--- config.mk ---
export PLATFORM = sky130hd
export DESIGN_NAME = fdp_throttle
export DESIGN_NICKNAME = d
export VERILOG_FILES = /design/src/rtl/fdp_pkg.sv /design/src/rtl/fdp_sat_counter.sv /design/src/rtl/fdp_classifier.sv /design/src/rtl/fdp_level_ctrl.sv /design/src/rtl/fdp_throttle.sv
export SDC_FILE = /design/constraint.sdc
export NUM_CORES = 1
export LEC_CHECK = 0
export CAP_MARGIN = 20
export CORE_ASPECT_RATIO = 0.8
export CORE_MARGIN = 5
export CORE_UTILIZATION = 25
export DETAILED_ROUTE_END_ITERATION = 7
export PLACE_DENSITY_LB_ADDON = 0.25
export SLEW_MARGIN = 15
export SYNTH_ARGS = -nofsm -noshare
export SYNTH_HDL_FRONTEND = slang
export SYNTH_SLANG_ARGS = --single-unit
--- constraint.sdc ---
create_clock -name clk -period 5.5 [get_ports clk]
set_input_delay 1.1 -clock clk [delete_from_list [all_inputs] [get_ports clk]]
set_output_delay 1.1 -clock clk [all_outputs]
set_load 0.01 [all_outputs]
--- src/rtl/fdp_pkg.sv ---
package fdp_pkg;
  typedef enum logic [1:0] {
    STEP_HOLD = 2'd0,
    STEP_UP   = 2'd1,
    STEP_DOWN = 2'd2
  } step_e;

  typedef enum logic [1:0] {
    ACC_LOW  = 2'd0,
    ACC_MED  = 2'd1,
    ACC_HIGH = 2'd2
  } acc_e;

  localparam int NUM_EV = 5;
  localparam int EV_SENT = 0;
  localparam int EV_USED = 1;
  localparam int EV_LATE = 2;
  localparam int EV_DMND = 3;
  localparam int EV_POLL = 4;
endpackage

--- src/rtl/fdp_sat_counter.sv ---
module fdp_sat_counter #(
  parameter int W = 8
) (
  input  logic         clk,
  input  logic         rst,
  input  logic         clr,
  input  logic         inc,
  output logic [W-1:0] cnt,
  output logic [W-1:0] cnt_nxt
);
  always_comb begin
    cnt_nxt = cnt;
    if (inc && (cnt != {W{1'b1}})) cnt_nxt = cnt + 1'b1;
  end

  always_ff @(posedge clk) begin
    if (rst || clr) cnt <= '0;
    else            cnt <= cnt_nxt;
  end
endmodule

--- src/rtl/fdp_classifier.sv ---
module fdp_classifier
  import fdp_pkg::*;
#(
  parameter int W = 8
) (
  input  logic [W-1:0] n_sent,
  input  logic [W-1:0] n_used,
  input  logic [W-1:0] n_late,
  input  logic [W-1:0] n_dmnd,
  input  logic [W-1:0] n_poll,
  output step_e        step
);
  localparam int PW = W + 4;

  logic [PW-1:0] s_w, u_w, l_w, d_w, p_w;
  logic [PW-1:0] u_x4, s_x3, u_x5, s_x2, l_x8, p_x8;
  acc_e          acc;
  logic          is_late, is_poll;

  always_comb begin
    s_w  = {4'b0, n_sent};
    u_w  = {4'b0, n_used};
    l_w  = {4'b0, n_late};
    d_w  = {4'b0, n_dmnd};
    p_w  = {4'b0, n_poll};
    u_x4 = u_w << 2;
    s_x3 = (s_w << 1) + s_w;
    u_x5 = (u_w << 2) + u_w;
    s_x2 = s_w << 1;
    l_x8 = l_w << 3;
    p_x8 = p_w << 3;

    if (u_x4 >= s_x3)     acc = ACC_HIGH;
    else if (u_x5 < s_x2) acc = ACC_LOW;
    else                  acc = ACC_MED;

    is_late = l_x8 > u_w;
    is_poll = p_x8 > d_w;

    step = STEP_HOLD;
    if (s_w != '0) begin
      unique case (acc)
        ACC_HIGH: begin
          if (is_late)      step = STEP_UP;
          else if (is_poll) step = STEP_DOWN;
        end
        ACC_MED: begin
          if (is_poll)      step = STEP_DOWN;
          else if (is_late) step = STEP_UP;
        end
        default: begin
          if (is_late || is_poll) step = STEP_DOWN;
        end
      endcase
    end
  end
endmodule

--- src/rtl/fdp_level_ctrl.sv ---
module fdp_level_ctrl
  import fdp_pkg::*;
#(
  parameter int LEVELS      = 5,
  parameter int RESET_LEVEL = 2,
  parameter int BASE_DIST   = 4,
  parameter int DEG_CAP     = 4,
  parameter int LW          = 3,
  parameter int DW          = 7,
  parameter int GW          = 3
) (
  input  logic          clk,
  input  logic          rst,
  input  logic          dec_vld,
  input  step_e         step,
  output logic [LW-1:0] level,
  output logic [DW-1:0] pf_distance,
  output logic [GW-1:0] pf_degree
);
  localparam logic [LW-1:0] TOP_LVL = LW'(LEVELS - 1);
  localparam logic [LW-1:0] RST_LVL = LW'(RESET_LEVEL);

  function automatic logic [DW-1:0] dist_of(input logic [LW-1:0] lv);
    return DW'(BASE_DIST << lv);
  endfunction

  function automatic logic [GW-1:0] deg_of(input logic [LW-1:0] lv);
    int v;
    if (lv == '0) v = 1;
    else          v = 1 << (lv - 1'b1);
    if (v > DEG_CAP) v = DEG_CAP;
    return GW'(v);
  endfunction

  logic [LW-1:0] lvl_nxt;

  always_comb begin
    lvl_nxt = level;
    if (dec_vld) begin
      if (step == STEP_UP && level != TOP_LVL)   lvl_nxt = level + 1'b1;
      if (step == STEP_DOWN && level != '0)      lvl_nxt = level - 1'b1;
    end
  end

  always_ff @(posedge clk) begin
    if (rst) begin
      level       <= RST_LVL;
      pf_distance <= dist_of(RST_LVL);
      pf_degree   <= deg_of(RST_LVL);
    end else begin
      level       <= lvl_nxt;
      pf_distance <= dist_of(lvl_nxt);
      pf_degree   <= deg_of(lvl_nxt);
    end
  end
endmodule

--- src/rtl/fdp_throttle.sv ---
module fdp_throttle
  import fdp_pkg::*;
#(
  parameter int INTERVAL    = 8192,
  parameter int LEVELS      = 5,
  parameter int RESET_LEVEL = 2,
  parameter int BASE_DIST   = 4,
  parameter int DEG_CAP     = 4
) (
  input  logic       clk,
  input  logic       rst,
  input  logic       ev_sent,
  input  logic       ev_used,
  input  logic       ev_late,
  input  logic       ev_demand_miss,
  input  logic       ev_poll_miss,
  output logic [2:0] level,
  output logic [6:0] pf_distance,
  output logic [2:0] pf_degree
);
  localparam int CW = $clog2(INTERVAL + 1) + 4;

  logic [NUM_EV-1:0] ev;
  logic [CW-1:0]     cnt     [NUM_EV];
  logic [CW-1:0]     cnt_nxt [NUM_EV];
  logic [CW-1:0]     snap    [NUM_EV];
  logic              close;
  logic              dec_vld;
  step_e             step;

  assign ev[EV_SENT] = ev_sent;
  assign ev[EV_USED] = ev_used;
  assign ev[EV_LATE] = ev_late;
  assign ev[EV_DMND] = ev_demand_miss;
  assign ev[EV_POLL] = ev_poll_miss;

  assign close = ev_sent && (cnt[EV_SENT] == CW'(INTERVAL - 1));

  for (genvar g = 0; g < NUM_EV; g++) begin : g_cnt
    fdp_sat_counter #(.W(CW)) u_cnt (
      .clk     (clk),
      .rst     (rst),
      .clr     (close),
      .inc     (ev[g]),
      .cnt     (cnt[g]),
      .cnt_nxt (cnt_nxt[g])
    );

    always_ff @(posedge clk) begin
      if (rst)        snap[g] <= '0;
      else if (close) snap[g] <= cnt_nxt[g];
    end
  end

  always_ff @(posedge clk) begin
    if (rst) dec_vld <= 1'b0;
    else     dec_vld <= close;
  end

  fdp_classifier #(.W(CW)) u_cls (
    .n_sent (snap[EV_SENT]),
    .n_used (snap[EV_USED]),
    .n_late (snap[EV_LATE]),
    .n_dmnd (snap[EV_DMND]),
    .n_poll (snap[EV_POLL]),
    .step   (step)
  );

  fdp_level_ctrl #(
    .LEVELS      (LEVELS),
    .RESET_LEVEL (RESET_LEVEL),
    .BASE_DIST   (BASE_DIST),
    .DEG_CAP     (DEG_CAP),
    .LW          (3),
    .DW          (7),
    .GW          (3)
  ) u_lvl (
    .clk         (clk),
    .rst         (rst),
    .dec_vld     (dec_vld),
    .step        (step),
    .level       (level),
    .pf_distance (pf_distance),
    .pf_degree   (pf_degree)
  );
endmodule

==> out/qor.log <==
qor: yosys.syn_area_per_cell 9.64 µm²
qor: setup_path.path_cells inv_1 -> fa_1 -> nor2b_1 -> o21ai_0 -> a21oi_1 -> o21ai_1 -> a21oi_1 -> o21ai_0 -> a21oi_1 -> o211ai_1 -> o21bai_1 -> a21oi_1 -> xor2_1 -> ha_1 -> and4_1 -> o21ai_0 -> a31o_2 -> a211oi_2 -> o31ai_4 -> and3_2 -> nor4_4 -> buf_4 -> o211a_1
qor: route.dr_total_vias 7,444
qor: power.p_total 3.40 mW
qor: power.ir_drop 0.000194 V
qor: place.placement.cell_area 11,600 µm²
qor: timing.post-route-min-period 4.99 ns
qor: timing.min_period_over_period 90.8%
qor: outcome.status complete, no violations
qor: yosys.synth.lib_cells_used.distinct 70
qor: layout.fin_cells 1,707
qor: layout.post_route_cells_drive_above_1_share 6.49%
qor: global_route.grt_start_max_net_pins 67
qor: timing.finalHoldViolCount 0
qor: place.port_buffers 17
qor: setup_path.critPathMostFrequentCell a21oi_1
qor: layout.num-nets-final 1,265
qor: clock_network.htreeDepth 4
qor: yosys.post_synth_inst_count 1,112
qor: place.dpl.cell_count 1,673
qor: yosys.post_synth_edffs 90
qor: timing.holdWs 0.510 ns
qor: layout.num_antenna_cells 0
qor: yosys.netlist_area 10,700 µm²
qor: yosys.synth_flop_cell dfxtp_1
qor: setup_path.required_worst_endpoint 5.89 ns
qor: clock_network.cts_made_buffers 17
qor: timing.finalMaxSlewViolations 0
qor: global_route.first_global_vias 7,350
qor: clock_network.post_cts_hold_buffer_count 0
qor: route.drcViolationCount 0
qor: yosys.yosysWarningCount 0
qor: flow_run.drv_cap 0
qor: floorplan.fp.dieW 242 µm
qor: global_route.track_usage 9.39%
qor: yosys.share_of_synthesized_flip_flops_with_an_asynchronous_set_or_reset 0%
qor: floorplan.fp.dieH 195 µm
qor: global_route.initial_antenna_violation_count 1
qor: clock_network.clock-root-buffer clkbuf_16
qor: layout.synthToLayoutAreaGrowth 14.4%
qor: floorplan.std_cell_rows 67
qor: layout.filler_cell_count 4,416
qor: route.drt_first_pass_iters 4
qor: min_path.hold_path.class reg2reg
qor: yosys.synth.most_common_cell nor2_1
qor: setup_path.end_kind flip-flop
qor: place.gp_congestion 0.798
qor: route.routed_wl 21.7 mm
qor: clock_network.later_pin_clock_latency_in_the_skew_report 0.45 ns
qor: layout.final_cell_area 12,300 µm²
qor: route.route.antenna.remaining_nets 0
qor: setup_path.timing.critical_path.fanout_max 6
qor: setup_path.cp_slowest_cell fa_1
qor: route.vias_per_cell 4.36
qor: global_route.overflow 0
qor: clock_network.tritoncts done
qor: floorplan.fp.coreArea 42,200 µm²
qor: yosys.largest_area_contributor_in_the_netlist edfxtp_1
qor: yosys.ys_top_cells_by_area edfxtp_1, dfxtp_1, ha_1, nor2_1, xor2_1
qor: timing.skew 0.00827 ns
qor: yosys.synthDominantCellAreaShare 25.2%
qor: floorplan.start_util 25.4%
qor: clock_network.numClockSinks 192
qor: setup_path.worstSetupPathType reg2reg
qor: timing.relSlewSlack 46.5%
qor: power.leakage 4.73 nW
qor: power.p_per_area 277 nW/µm²
qor: yosys.synth_seq_cells 192
qor: setup_path.delay_of_the_slowest_critical_path_stage 0.47 ns
qor: global_route.wire_length_of_the_first_global_routing_pass 36.6 mm
qor: floorplan.area_of_the_die 47,100 µm²
qor: yosys.seq_total_area_yosys 44.3%
qor: timing.clock.fmax 200 MHz
qor: route.wl_per_cell 12.7 µm
qor: timing.finalSetupViolCount 0
qor: setup_path.cp_arrival 5.38 ns
qor: clock_network.clk_pin_slew 0.07 ns
qor: yosys.synth.cells.most_frequent nor2_1, ha_1, dfxtp_1, edfxtp_1, xor2_1
qor: clock_network.cts.path.max_buffers 2
qor: timing.worst-slew-pin-transition 0.803 ns
qor: place.hpwl 15.8 mm
qor: timing.setup-tns-final 0 ns
qor: route.drt_first_iter_violations 399
qor: floorplan.pin_count 20
qor: setup_path.crit_path_start_kind flip-flop
## sequential cells by signal (all words and copies together) (netlist names)
register           count
u_lvl.level            3
snap                  90
u_lvl.pf_distance      5
g_cnt.u_cnt.cnt       90
dec_vld                1
u_lvl.pf_degree        3
## path summary, 6_finish.rpt
kind,to,slack [ns],startpoint,cells past startpoint
worst max register to register,u_lvl.pf_distance[4],0.51,snap[0][1],23
worst min register to register,g_cnt[0].u_cnt.cnt[15],0.51,g_cnt[0].u_cnt.cnt[15],2
worst max-delay path,u_lvl.pf_distance[4],0.51,snap[0][1],23
worst min-delay path,g_cnt[0].u_cnt.cnt[15],0.51,g_cnt[0].u_cnt.cnt[15],2
## report_power, final
part           switching, mW  internal (mW)  total (mW)  leakage [nW]
registers             0.0346           1.54        1.57          1.68
clock network          0.597          0.731        1.33         0.302
logic                  0.285          0.218       0.503          2.75
total                  0.916           2.49        3.40          4.73
## per-layer routing
metal / routed length [µm] / global-route usage, % / share of wire (%)
met1: 11500 / 13.2 / 53
met2: 9320 / 14.4 / 43
met5: 12 / 0 / 0.055
met4: 276 / 2.64 / 1.3
met3: 627 / 2.34 / 2.9
## critical path: cells and delay by family, from the launching register on
family | cells | cell delay [ns]
buffers and inverters | 2 | 0.29
AOI/OAI and AO/OA | 14 | 2.44
and+or+nand+nor | 4 | 0.84
xor gates and xnor gates | 1 | 0.15
adders and majority gates | 2 | 0.76
DFF | 1 | 0.46
## cell families (layout without fill, tap and decap cells)
group	Yosys count	after routing	synth area share, %
and+or+nand+nor	443	443	19.2
DFF	192	192	44.3
AOI/OAI and AO/OA	146	146	9.37
adders and majority gates	116	116	13.7
xor gates and xnor gates	112	112	9.22
buffers and inverters	94	126	3.49
muxes	8	8	0.747
other	1	12	0.0350
## cell type report
type / count / area [µm²] / share of cell area, %
Clock inverter: 15 / 203 / 1.65
Multi-Input combinational cell: 837 / 5680 / 46.3
Inverter: 67 / 251 / 2.05
Timing Repair Buffer: 27 / 270 / 2.20
Tap cell: 552 / 691 / 5.63
Sequential cell: 192 / 4740 / 38.7
Clock buffer: 17 / 425 / 3.47
## timing repair
action,4_1_cts,5_1_grt
endpoints found under the hold margin,0,0
setup buffers,0,2
setup endpoints to repair,0,11
gates resized for setup,0,8
## cell usage in the layout (no fill, tap or decap), types with 7 or more instances in the layout
master / netlist / final
xor2_1: 68 / 68
edfxtp_1: 90 / 90
and3_1: 20 / 20
inv_1: 67 / 67
o21ai_0: 24 / 23
mux2i_1: 8 / 7
or3_1: 8 / 8
nor2_1: 221 / 221
clkbuf_16: 0 / 17
nand2b_1: 12 / 11
dfxtp_1: 102 / 102
nor3_1: 13 / 13
conb_1: 1 / 12
a21oi_1: 44 / 44
xnor2_1: 43 / 43
a21o_1: 11 / 11
nand4_1: 27 / 27
nand3_1: 37 / 37
and4_1: 7 / 7
ha_1: 114 / 114
clkdlybuf4s50_1: 0 / 17
buf_4: 3 / 8
nand2_1: 65 / 65
## stage by stage
stage | worst slack (ns) | utilization (%)
after detailed placement | 0.356 | 27.5
after global routing | -0.00920 | 29.1
after global placement | 0.422 | 27.5
after floorplan | 0.557 | -
after CTS | 0.174 | 29.0
final | 0.509 | 29.1
Power figures use the tool's default switching activity.
